[src/rtl/slack_sw_pkg.sv]
`timescale 1ns/1ps
package slack_sw_pkg;
  localparam int TAG_W   = 8;
  localparam int BATCH_W = 3;

  typedef struct packed {
    logic [BATCH_W-1:0] batch;
    logic [1:0]         predMiss;
    logic               noMiss;
    logic [1:0]         hopSlack;
  } flitTag_t;

  typedef struct packed {
    logic load;
    logic clear;
  } ctrlStrobe_t;

  // Lower cost = more critical. Older age maps to a smaller leading field.
  function automatic logic [TAG_W-1:0] tagCost(input flitTag_t tag,
                                               input logic [BATCH_W-1:0] cur);
    logic [BATCH_W-1:0] age;
    age = cur - tag.batch;
    return {~age, tag.predMiss, tag.noMiss, tag.hopSlack};
  endfunction
endpackage

[src/rtl/slack_sw_pick.sv]
`timescale 1ns/1ps
module slack_sw_pick
  import slack_sw_pkg::*;
#(
  parameter int NUM_PORTS = 5,
  localparam int PORT_W = $clog2(NUM_PORTS)
)(
  input  logic                       clk,
  input  logic                       rstN,
  input  logic [NUM_PORTS-1:0]       reqValid,
  input  logic [NUM_PORTS*TAG_W-1:0] reqTag,
  input  logic [BATCH_W-1:0]         curBatch,
  input  logic [PORT_W-1:0]          rrPtr,
  input  ctrlStrobe_t                strobes,
  output logic                       winnerValid,
  output logic [PORT_W-1:0]          winnerIdx,
  output logic                       grantValid,
  output logic [NUM_PORTS-1:0]       grantOneHot,
  output logic [PORT_W-1:0]          grantIdx
);
  logic [TAG_W-1:0] costArr [NUM_PORTS];

  genvar g;
  generate
    for (g = 0; g < NUM_PORTS; g++) begin : g_cost
      assign costArr[g] = tagCost(flitTag_t'(reqTag[g*TAG_W +: TAG_W]), curBatch);
    end
  endgenerate

  logic [TAG_W-1:0] bestCost;

  always_comb begin
    winnerValid = 1'b0;
    winnerIdx   = '0;
    bestCost    = '1;
    for (int k = 0; k < NUM_PORTS; k++) begin
      int p;
      p = int'(rrPtr) + k;
      if (p >= NUM_PORTS) p = p - NUM_PORTS;
      if (reqValid[p] && (!winnerValid || costArr[p] < bestCost)) begin
        winnerValid = 1'b1;
        winnerIdx   = PORT_W'(p);
        bestCost    = costArr[p];
      end
    end
  end

  always_ff @(posedge clk) begin
    if (!rstN) begin
      grantValid  <= 1'b0;
      grantOneHot <= '0;
      grantIdx    <= '0;
    end else if (strobes.load) begin
      grantValid  <= 1'b1;
      grantOneHot <= NUM_PORTS'(1) << winnerIdx;
      grantIdx    <= winnerIdx;
    end else if (strobes.clear) begin
      grantValid  <= 1'b0;
      grantOneHot <= '0;
    end
  end

  // a grant names exactly one port, consistent with its index
  a_r2_grant_onehot: assert property (@(posedge clk) disable iff (!rstN)
    grantValid |-> ($countones(grantOneHot) == 1 && ((grantOneHot >> grantIdx) & 1) == 1));
  // a grant only goes to a port that requested on the previous edge
  a_r10_granted_requester: assert property (@(posedge clk) disable iff (!rstN)
    grantValid |-> ((grantOneHot & $past(reqValid)) != '0));
  // no requests, no grant
  a_r10_idle: assert property (@(posedge clk) disable iff (!rstN)
    !$past(|reqValid) |-> !grantValid);
endmodule

[src/rtl/slack_sw_ctrl.sv]
`timescale 1ns/1ps
module slack_sw_ctrl
  import slack_sw_pkg::*;
#(
  parameter int NUM_PORTS    = 5,
  parameter int BATCH_PERIOD = 64,
  localparam int PORT_W = $clog2(NUM_PORTS),
  localparam int CNT_W  = $clog2(BATCH_PERIOD)
)(
  input  logic               clk,
  input  logic               rstN,
  input  logic               winnerValid,
  input  logic [PORT_W-1:0]  winnerIdx,
  output logic [BATCH_W-1:0] curBatch,
  output logic [PORT_W-1:0]  rrPtr,
  output ctrlStrobe_t        strobes
);
  logic [CNT_W-1:0] cycleCnt;
  logic             batchTick;

  assign batchTick     = (cycleCnt == CNT_W'(BATCH_PERIOD - 1));
  assign strobes.load  = winnerValid;
  assign strobes.clear = !winnerValid;

  always_ff @(posedge clk) begin
    if (!rstN) begin
      cycleCnt <= '0;
      curBatch <= '0;
    end else if (batchTick) begin
      cycleCnt <= '0;
      curBatch <= curBatch + 1'b1;
    end else begin
      cycleCnt <= cycleCnt + 1'b1;
    end
  end

  always_ff @(posedge clk) begin
    if (!rstN) begin
      rrPtr <= '0;
    end else if (strobes.load) begin
      rrPtr <= (winnerIdx == PORT_W'(NUM_PORTS - 1)) ? '0 : winnerIdx + 1'b1;
    end
  end

  // pointer holds when nothing was granted
  a_r8_ptr_hold: assert property (@(posedge clk) disable iff (!rstN)
    !strobes.load |=> $stable(rrPtr));
  // pointer always names a real port
  a_r7_ptr_range: assert property (@(posedge clk) disable iff (!rstN)
    rrPtr < PORT_W'(NUM_PORTS));
  // batch number only ever steps by one
  a_r9_batch_step: assert property (@(posedge clk) disable iff (!rstN)
    !$stable(curBatch) |-> curBatch == $past(curBatch) + 1'b1);
endmodule

[src/rtl/slack_sw_arbiter.sv]
`timescale 1ns/1ps
module slack_sw_arbiter
  import slack_sw_pkg::*;
#(
  parameter int NUM_PORTS    = 5,
  parameter int BATCH_PERIOD = 64,
  localparam int PORT_W = $clog2(NUM_PORTS)
)(
  input  logic                       clk,
  input  logic                       rstN,
  input  logic [NUM_PORTS-1:0]       reqValid,
  input  logic [NUM_PORTS*TAG_W-1:0] reqTag,
  output logic [BATCH_W-1:0]         curBatch,
  output logic                       grantValid,
  output logic [NUM_PORTS-1:0]       grantOneHot,
  output logic [PORT_W-1:0]          grantIdx
);
  logic              winnerValid;
  logic [PORT_W-1:0] winnerIdx;
  logic [PORT_W-1:0] rrPtr;
  ctrlStrobe_t       strobes;

  slack_sw_ctrl #(.NUM_PORTS(NUM_PORTS), .BATCH_PERIOD(BATCH_PERIOD)) i_ctrl (
    .clk(clk), .rstN(rstN), .winnerValid(winnerValid), .winnerIdx(winnerIdx),
    .curBatch(curBatch), .rrPtr(rrPtr), .strobes(strobes)
  );

  slack_sw_pick #(.NUM_PORTS(NUM_PORTS)) i_pick (
    .clk(clk), .rstN(rstN), .reqValid(reqValid), .reqTag(reqTag),
    .curBatch(curBatch), .rrPtr(rrPtr), .strobes(strobes),
    .winnerValid(winnerValid), .winnerIdx(winnerIdx),
    .grantValid(grantValid), .grantOneHot(grantOneHot), .grantIdx(grantIdx)
  );
endmodule

[config.mk]
export PLATFORM = sky130hd
export DESIGN_NAME = slack_sw_arbiter
export DESIGN_NICKNAME = d
export VERILOG_FILES = /design/src/rtl/slack_sw_pkg.sv /design/src/rtl/slack_sw_pick.sv /design/src/rtl/slack_sw_ctrl.sv /design/src/rtl/slack_sw_arbiter.sv
export SDC_FILE = /design/constraint.sdc
export NUM_CORES = 1
export LEC_CHECK = 0
export ABC_AREA = 1
export BUFFER_PORTS_ARGS = -buffer_cell sky130_fd_sc_hd__buf_2
export CAP_MARGIN = 40
export CORE_MARGIN = 3
export CORE_UTILIZATION = 65
export CTS_CLUSTER_DIAMETER = 40
export DETAILED_ROUTE_END_ITERATION = 12
export PLACE_DENSITY_LB_ADDON = 0.08
export RECOVER_POWER = 100
export SLEW_MARGIN = 20
export SYNTH_ARGS = -nofsm -noshare
export SYNTH_HDL_FRONTEND = slang
export SYNTH_SLANG_ARGS = --single-unit
[constraint.sdc]
create_clock -name clk -period 26.2 [get_ports clk]
set_input_delay 3.93 -clock clk [delete_from_list [all_inputs] [get_ports clk]]
set_output_delay 3.93 -clock clk [all_outputs]
set_load 0.005 [all_outputs]
==> metrics <==
Yosys top cell area share=15.0%; crit end category=register; sum of buffers and inverters on the critical path=5; Root Driver=clkbuf_8; max incr delay on CP=480 ps; clk sinks=21; post-synthesis sequential area ratio=under 10%; input/output buffers=58; CP max stage cell=o21ai_0; total grt overflow=0; setup_tns=0 ps; count of final setup violators=0; clock-pin slew on the worst setup and hold paths=80 ps; DRT iter0 DRCs=1,054; EDFF count, synth=0; synth-to-layout area growth=8.15%; worst-skew pair later-pin latency=around 260 ps; CP max FO=21; hold_ws=approximately 450 ps; Post-Syn Area per Cell=5.87 um2; largest net degree at the start of global routing=39; FFs w/ async S/R, synth=0%; RSZ-0062 raised after global routing=no; FP Rows=29; HP Class=reg2reg; Initial Utilization=69.7%; Synth area leader=nand2_1; Final Cycle Share=47.6%; critical path depth in cells=49; Setup Crit Path Kind=in2reg; Post-Syn Area=4580 um2; Worst EP required=26,380 ps; Crit path max-delay family=compound AO/OA/AOI/OAI gates; Antenna diodes=0; crit start category=input pin; Worst EP arrival=12,650 ps; hold depth=1; Most used DFF post-synth=dfxtp_1; Longest Clk Path Bufs=2; # Post-CTS Setup Buffers=0; Worst-Margin Slew=807 ps; R2R depth=between 50 and 60; Critical Path Most Common Cell=nand2_1; Synth area leaders=nand2_1 15%, ha_1 12%, o21ai_0 11%; DRT Wirelength=16,600 um; post-layout min period=12,470 ps; DR DRC count=0; count leader, synth=nand2_1; Max-Cap Viols=0; nets=920; outcome=finished, final reports clean; Die X=between 80 and 90 um; max_slew headroom=46.2%; CTS tree=done; total number of vias=5,955; post-synthesis cell count=780; DRT antenna net count=0; WL per Instance=approximately 18 um; # H-tree levels=1; YS warnings=0; I/O Pins=59; f_max=80.2 MHz; Resized cells post-CTS=0; synthesis-stage register bit count=21; syn nets=approximately 880; Pre-antenna DRT Iters=7; first-pass GRT wire length=26,400 um; Final Hold Viols=0; worst clock skew=5.57 ps; number of global-route vias before repair=~5,500; Max Slew Vio Count=0; initial antenna violation count=0; Cell variety after synth=42; die area=just over 8000 um2; hpwl dp=12,400 um; gpl congestion=1.06; Die Y=between 80 and 90 um; core area=6570 um2; clock buffer count from CTS=3; Hold-fix buffers, CTS=0; share of layout cells above drive strength 1=about an eighth; final-layout fill cell count=about 520; top cells by count, synth=183 x nand2_1, 103 x o21ai_0, 93 x inv_1, 59 x a21oi_1, 55 x nand3_1; via/cell ratio=6.51; GRT Overall Usage=39.5%
==> cells in the final DEF, fill, tap and decap left out, types with 8 or more instances in the layout <==
master,synthesis,layout
o211ai_1,29,29
o22ai_1,8,8
nand2_2,14,10
nand2_1,183,188
o31ai_1,11,11
nor2_1,48,48
buf_2,2,55
o21ai_0,103,106
nand3_1,55,55
xor2_1,9,8
a21oi_1,59,59
inv_1,93,93
dfxtp_1,21,21
a211oi_1,10,10
ha_1,44,44
==> metrics by stage <==
stage	cells	utilization, %	instance area, um2	worst slack, ps
after floorplan	780	-	4580	15300
after global placement	908	74.7	4910	14490
after detailed placement	910	75.2	4940	14220
after CTS	914	75.9	4980	14490
after global routing	915	75.3	4950	12690
final	915	75.3	4950	13730
==> cells by family after synthesis <==
| family | count (synthesis) | synth area share (%) |
|---|---|---|
| simple gates | 324 | 31.8 |
| compound gates | 240 | 30.8 |
| buf+inv | 133 | 11.3 |
| fa+ha+maj | 50 | 14.7 |
| flops | 21 | 9.19 |
| xor+xnor | 12 | 2.30 |
==> sequential cells by signal, summed over array words and instances (netlist names) <==
name                cells
i_pick.grantValid       1
i_ctrl.cycleCnt         6
i_pick.grantIdx         3
i_ctrl.rrPtr            3
i_pick.grantOneHot      5
i_ctrl.curBatch         3
==> path summary, 6_finish.rpt <==
check | slack (ps) | endpoint | start
worst max-delay path | 13730 | i_ctrl.rrPtr[0] | reqTag[29]
worst min-delay path | 450 | i_ctrl.cycleCnt[0] | i_ctrl.cycleCnt[0]
worst max register to register | 15040 | i_ctrl.rrPtr[0] | i_ctrl.rrPtr[0]
worst min register to register | 450 | i_ctrl.cycleCnt[0] | i_ctrl.cycleCnt[0]
==> metal layers <==
metal | vias up | GRT usage, % | routed length (um)
met5 | - | 0 | 0
met4 | 0 | 21.4 | 1030
met3 | 126 | 10.5 | 2630
met2 | 527 | 63.2 | 7100
met1 | 2564 | 48.2 | 5850
li1 | 2738 | - | -
==> final cells by class <==
type,count,area [um2],area share [%]
clock buffers,4,45.0,0.910
inverters,105,397,8.02
multi-input cells,626,3610,72.9
flip-flops and latches,21,420,8.50
well taps,93,116,2.35
repair buffers,66,362,7.31
==> worst register-to-register path: cells and delay by family, from the launching register on <==
family | cells | cell delay [ps]
simple gates | 26 | 3280
fa+ha+maj | 7 | 2660
buf+inv | 6 | 840
compound gates | 12 | 3500
flops | 1 | 770
Power is not shown: default switching activity piles up to over one toggle a cycle in this logic, so the estimate is an artifact.
